<file path="src/rtl/blk_dma.sv">
module blk_dma #(
  parameter int AW = 32,
  parameter int CW = 16,
  parameter int DW = 32
) (
  input  logic          clk,
  input  logic          rst_n,
  input  logic [1:0]    reg_sel,
  input  logic          reg_wr,
  input  logic          reg_rd,
  input  logic [31:0]   reg_wdata,
  output logic [31:0]   reg_rdata,
  output logic          mem_req,
  input  logic          mem_gnt,
  output logic          mem_we,
  output logic          mem_lock,
  output logic [AW-1:0] mem_addr,
  output logic [DW-1:0] mem_wdata,
  input  logic [DW-1:0] mem_rdata,
  output logic          dev_out_valid,
  input  logic          dev_out_ready,
  output logic [DW-1:0] dev_out_data,
  input  logic          dev_in_valid,
  output logic          dev_in_ready,
  input  logic [DW-1:0] dev_in_data,
  output logic          irq
);
  localparam int B_RW    = 0;
  localparam int B_DONE  = 1;
  localparam int B_BURST = 2;
  localparam int B_GO    = 3;
  localparam int B_IE    = 30;
  localparam int B_IRQ   = 31;

  typedef enum logic [2:0] {S_IDLE, S_FETCH, S_PUSH, S_PULL, S_STORE} st_t;

  st_t           st;
  logic [AW-1:0] addr_q;
  logic [CW-1:0] cnt_q;
  logic [DW-1:0] buf_q;
  logic          rw_q, ie_q, burst_q, done_q, irq_q;

  logic          idle, wr_addr, wr_cnt, wr_ctrl, ctrl_touch, go;
  logic [CW-1:0] cnt_go;
  logic          rw_go, ie_go, word_end, last;

  assign idle       = (st == S_IDLE);
  assign wr_addr    = idle && reg_wr && reg_sel == 2'd0;
  assign wr_cnt     = idle && reg_wr && reg_sel == 2'd1;
  assign wr_ctrl    = idle && reg_wr && reg_sel == 2'd2;
  assign ctrl_touch = reg_sel == 2'd2 && (reg_wr || reg_rd);
  assign go         = wr_cnt || (wr_ctrl && reg_wdata[B_GO]);
  assign cnt_go     = wr_cnt  ? reg_wdata[CW-1:0] : cnt_q;
  assign rw_go      = wr_ctrl ? reg_wdata[B_RW]   : rw_q;
  assign ie_go      = wr_ctrl ? reg_wdata[B_IE]   : ie_q;
  assign word_end   = (st == S_PUSH && dev_out_ready) || (st == S_STORE && mem_gnt);
  assign last       = (cnt_q == CW'(1));

  always_ff @(posedge clk) begin
    if (!rst_n) begin
      st      <= S_IDLE;
      addr_q  <= '0;
      cnt_q   <= '0;
      buf_q   <= '0;
      rw_q    <= 1'b0;
      ie_q    <= 1'b0;
      burst_q <= 1'b0;
      done_q  <= 1'b1;
      irq_q   <= 1'b0;
    end else begin
      if (ctrl_touch) irq_q <= 1'b0;
      if (wr_addr) addr_q <= reg_wdata[AW-1:0];
      if (wr_ctrl) begin
        rw_q    <= reg_wdata[B_RW];
        ie_q    <= reg_wdata[B_IE];
        burst_q <= reg_wdata[B_BURST];
      end
      if (go) begin
        cnt_q <= cnt_go;
        if (cnt_go == '0) begin
          done_q <= 1'b1;
          irq_q  <= ie_go;
        end else begin
          done_q <= 1'b0;
          irq_q  <= 1'b0;
          st     <= rw_go ? S_FETCH : S_PULL;
        end
      end
      case (st)
        S_FETCH: if (mem_gnt) begin
          buf_q  <= mem_rdata;
          addr_q <= addr_q + AW'(1);
          st     <= S_PUSH;
        end
        S_PULL: if (dev_in_valid) begin
          buf_q <= dev_in_data;
          st    <= S_STORE;
        end
        S_STORE: if (mem_gnt) addr_q <= addr_q + AW'(1);
        default: ;
      endcase
      if (word_end) begin
        cnt_q <= cnt_q - CW'(1);
        if (last) begin
          st     <= S_IDLE;
          done_q <= 1'b1;
          irq_q  <= ie_q;
        end else begin
          st <= rw_q ? S_FETCH : S_PULL;
        end
      end
    end
  end

  assign mem_req       = (st == S_FETCH) || (st == S_STORE);
  assign mem_we        = (st == S_STORE);
  assign mem_lock      = burst_q && !idle;
  assign mem_addr      = addr_q;
  assign mem_wdata     = buf_q;
  assign dev_out_valid = (st == S_PUSH);
  assign dev_out_data  = buf_q;
  assign dev_in_ready  = (st == S_PULL);
  assign irq           = irq_q;

  always_comb begin
    reg_rdata = '0;
    case (reg_sel)
      2'd0: reg_rdata = 32'(addr_q);
      2'd1: reg_rdata = 32'(cnt_q);
      2'd2: begin
        reg_rdata[B_RW]    = rw_q;
        reg_rdata[B_DONE]  = done_q;
        reg_rdata[B_BURST] = burst_q;
        reg_rdata[B_IE]    = ie_q;
        reg_rdata[B_IRQ]   = irq_q;
      end
      default: reg_rdata = '0;
    endcase
  end
endmodule

</file>
<file path="config.mk">
export PLATFORM = sky130hd
export DESIGN_NAME = blk_dma
export DESIGN_NICKNAME = d
export VERILOG_FILES = /design/src/rtl/blk_dma.sv
export SDC_FILE = /design/constraint.sdc
export NUM_CORES = 1
export LEC_CHECK = 0
export BUFFER_PORTS_ARGS = -buffer_cell sky130_fd_sc_hd__buf_2
export CORE_ASPECT_RATIO = 1.1
export CORE_MARGIN = 2
export CORE_UTILIZATION = 48
export CTS_BUF_LIST = sky130_fd_sc_hd__clkbuf_8 sky130_fd_sc_hd__clkbuf_16
export DETAILED_ROUTE_END_ITERATION = 7
export PLACE_DENSITY = 0.82
export REMOVE_ABC_BUFFERS = 1
export SLEW_MARGIN = 40
export SYNTH_ARGS = -nofsm -noshare
export SYNTH_HDL_FRONTEND = slang
export SYNTH_SLANG_ARGS = --single-unit
</file>
<file path="constraint.sdc">
create_clock -name clk -period 2.6 [get_ports clk]
set_input_delay 0.26 -clock clk [delete_from_list [all_inputs] [get_ports clk]]
set_output_delay 0.26 -clock clk [all_outputs]
set_load 0.02 [all_outputs]
</file>
==> results.md <==
* DIE WIDTH at 104 um
* Synthesized flop and latch total at 88
* Reg2reg end: st[0]$_SDFF_PN0_
* Static Leak at 3.07 nW
* CTS Hold Bufs at 0
* Die area at 11700 sq um
* Status: complete, no violations
* Worst Setup Start Kind: flip-flop
* Area grow syn2layout at 27.8%
* Async SR Flop Fraction at 0%
* Grt total ovfl at 0
* Final GP Congestion at 1.01
* Post-synth EDFFs at 0
* GRT Overall Usage at 30.4%
* Clock slew at reported path FFs at 0.06 ns
* Achievable clock frequency at 448 MHz
* Fin crit share at 85.9%
* Row count at 39
* Crit Path Max Fanout at 14
* Vias per cell at 5.90
* Max Cap Viol at 0
* Switching share of total power at 41.6%
* Post-Synthesis Cells at 691
* Ant. Diodes at 0
* Main combinational cell family by area after synthesis: simple AND/OR/NAND/NOR gates
* CP Capture Type: flip-flop
* CTS H-tree lvls at 3
* First-pass GRT wire length at 28700 um
* R2R cell count at 6
* Top_reg_cell synth: dfxtp_1
* DR vias at 6090
* Iter 0 DRT Violations at 484
* Unique masters post-synth at 62
* Slew @ Worst Pin at 0.543 ns
* Final min period at 2.23 ns
* Dpl hpwl at 13900 um
* Final WL at 18400 um
* Share of cells above drive strength 1 at 32.5%
* Area share of fa/ha/maj cells after synthesis at 0.718%
* Simple-gate portion of the synthesized area at 28.2%
* Clk Latency, worst-skew pair at 0.34 ns
* Final Power at 5.51 mW
* Clock power frac at 23.3%
* Worst slack at placement at 0.407 ns
* Max_slew headroom at 63.5%
* Vias in the first global route at 5557
* R2R Setup Slk at 0.37 ns
* Number of buffers inserted by port buffering at 238
* Synthesized area at 5230 sq um
* Fin Clk Skew at 0.00828 ns
* RR Startpoint: st[1]$_SDFF_PN0_
* XOR/XNOR share of the synthesized area at 0.335%
* CTS tree: yes
* Sequential-to-total area share from yosys stat at 33.7%
* Flop pwr share at 34.2%
* WP data arrival at 2.45 ns
* Clk sinks at 88
* CTS buffer count at 9
* ANT nets after route at 0
* Post-synthesis compound-gate area fraction at 23.9%
* Final Hold Fails at 0
* Hold/Removal Path Class: input port to flip-flop
* Core area at 10500 sq um
* Clk root buf: clkbuf_16
* Total Nets Final at 994
* Initial Utilization at 49.9%
* Setup violations, final at 0
* Hold endpoint: mem_addr[17]$_SDFF_PN0_
* Post-CTS Repair Setup Buffers at 0
* Min setup slack post-route at 0.366 ns
* Initial antenna violation count at 0
* RSZ-0062 raised after global routing: no
* Ports at 239
* Slew Limit Fails at 0
* # DRC at 0
* Largest net degree at the start of global routing at 49
* Routed wire per std cell at 17.8 um
* PwrDens at 825 nW/um^2
* Combinational share of power at 42.5%
* P_int at 3.22 mW
* Fraction of synthesized area in multiplexers at 4.26%
* Worst min-delay path startpoint: reg_wdata[17]
* WS Path Type: flip-flop to flip-flop
* Switch Pwr at 2.30 mW
* DRT Pass-1 Iters at 5
* Clk buf depth at 2
* Post-cts resize count at 0
* Crit path required time at 2.82 ns
* Maximum vdd drop at 0.402 mV
* Syn_area_per_cell at 7.57 sq um
* Worst hold stages at 3
* Chip height at 113 um
* Synth warnings at 0
-- routing by layer --
metal  share of wire (%)  global-route usage (%)  vias up  wire length, um
met5                   0                       0        -                0
met4                 3.8                    13.5        0              695
met3                  10                    5.89       53             1870
met2                  49                    53.5      374             8990
met1                  37                    36.2     2772             6850
li1                    -                       -     2891                -
-- critical path, cell delays in order (launching register included) --
cell and delay (ns):
dfxtp_1 0.41, or4b_1 0.64, or2_0 0.30, buf_4 0.20, nor3_1 0.31, or3_1 0.19, a21oi_1 0.07
-- sequential cells by signal, summed over array words and instances (netlist names) --
| register | count |
|---|---|
| mem_addr | 32 |
| burst_q | 1 |
| st | 3 |
| cnt_q | 16 |
| ie_q | 1 |
| dev_out_data | 32 |
| rw_q | 1 |
| irq | 1 |
| done_q | 1 |
-- per-stage QoR --
stage / instance area (sq um) / hold WS, ns / cells / setup TNS (ns) / util, %
CTS: 6680 / 0.164 / 1033 / 0 / 63.7
global route: 6680 / 0.191 / 1033 / 0 / 63.7
finish: 6680 / 0.174 / 1033 / 0 / 63.7
floorplan: 4800 / 0.349 / 610 / -28.14 / -
detailed placement: 6390 / 0.494 / 1018 / 0 / 61.0
global placement: 6390 / 0.484 / 1018 / 0 / 61.0
-- worst max path at each step --
stage	startpoint	end	depth (start not counted)
finish	st[1]$_SDFF_PN0_	st[0]$_SDFF_PN0_	6
global route	st[1]$_SDFF_PN0_	irq$_SDFF_PN0_	6
CTS	st[1]$_SDFF_PN0_	st[0]$_SDFF_PN0_	6
detailed placement	st[1]$_SDFF_PN0_	st[0]$_SDFF_PN0_	6
global placement	st[1]$_SDFF_PN0_	st[1]$_SDFF_PN0_	6
floorplan	st[0]$_SDFF_PN0_	st[0]$_SDFF_PN0_	5
-- layout make-up --
cell class,instances,area (sq um)
Timing Repair Buffer,265,1410
Inverter,8,30.0
Fill cell,951,3810
Clock inverter,5,50.0
Tap cell,143,179
Multi-Input combinational cell,514,3020
Clock buffer,10,239
Sequential cell,88,1760
-- synth_stat cells, types with 4 or more instances --
master | instances | area share (%)
a221oi_1 | 5 | 0.84
nand4_1 | 7 | 0.84
o211ai_1 | 8 | 1.1
o21a_1 | 4 | 0.57
nand3b_1 | 4 | 0.57
nand2b_1 | 5 | 0.60
nor4_1 | 9 | 1.1
a22oi_1 | 7 | 1.0
mux2i_1 | 20 | 3.8
inv_1 | 6 | 0.43
and2_1 | 21 | 2.5
a21oi_1 | 32 | 3.1
and3_1 | 15 | 1.8
a311oi_1 | 41 | 6.9
nor2_1 | 82 | 5.9
buf_2 | 8 | 0.77
or3_1 | 4 | 0.48
nand3_1 | 20 | 1.9
a31oi_1 | 11 | 1.3
dfxtp_1 | 88 | 34
nand2_1 | 105 | 7.5
o21ai_0 | 31 | 3.0
buf_1 | 5 | 0.36
o22ai_1 | 4 | 0.48
buf_4 | 32 | 4.6
nor3_1 | 19 | 1.8
clkbuf_1 | 36 | 2.6
a211oi_1 | 9 | 1.3
-- power by group through the flow --
stage                     Sequential [mW]  Clock, mW  Combinational [mW]
final                                1.89       1.29                2.34
after detailed placement             1.90          0                2.32
after global placement               1.90          0                2.29
after CTS                            1.88       1.29                2.33
after global routing                 1.92       1.36                2.53
after floorplan                      2.21          0                1.10
-- kinds of logic after synthesis --
family	count (synthesis)
AND/OR/NAND/NOR	310
AO/OA/AOI/OAI	177
buffers and inverters	89
flip-flops	88
multiplexers	22
adder cells (fa/ha/maj)	3
XOR/XNOR	2
-- cells in the final DEF (no fill, tap or decap), drive strengths merged, types with 5 or more instances in the layout --
cell type  synthesis  layout
buf               45     265
nand2            105     105
dfxtp             88      88
nor2              82      82
a311oi            41      41
a21oi             32      32
o21ai             31      31
and2              21      21
mux2i             20      20
nand3             20      20
nor3              19      19
and3              15      15
a31oi             11      11
nor4              10      10
clkbuf            36      10
a211oi             9       9
inv                7       9
o211ai             8       8
nand4              7       7
a22oi              7       7
nand2b             5       5
a221oi             5       5
Power figures use the tool's default switching activity.
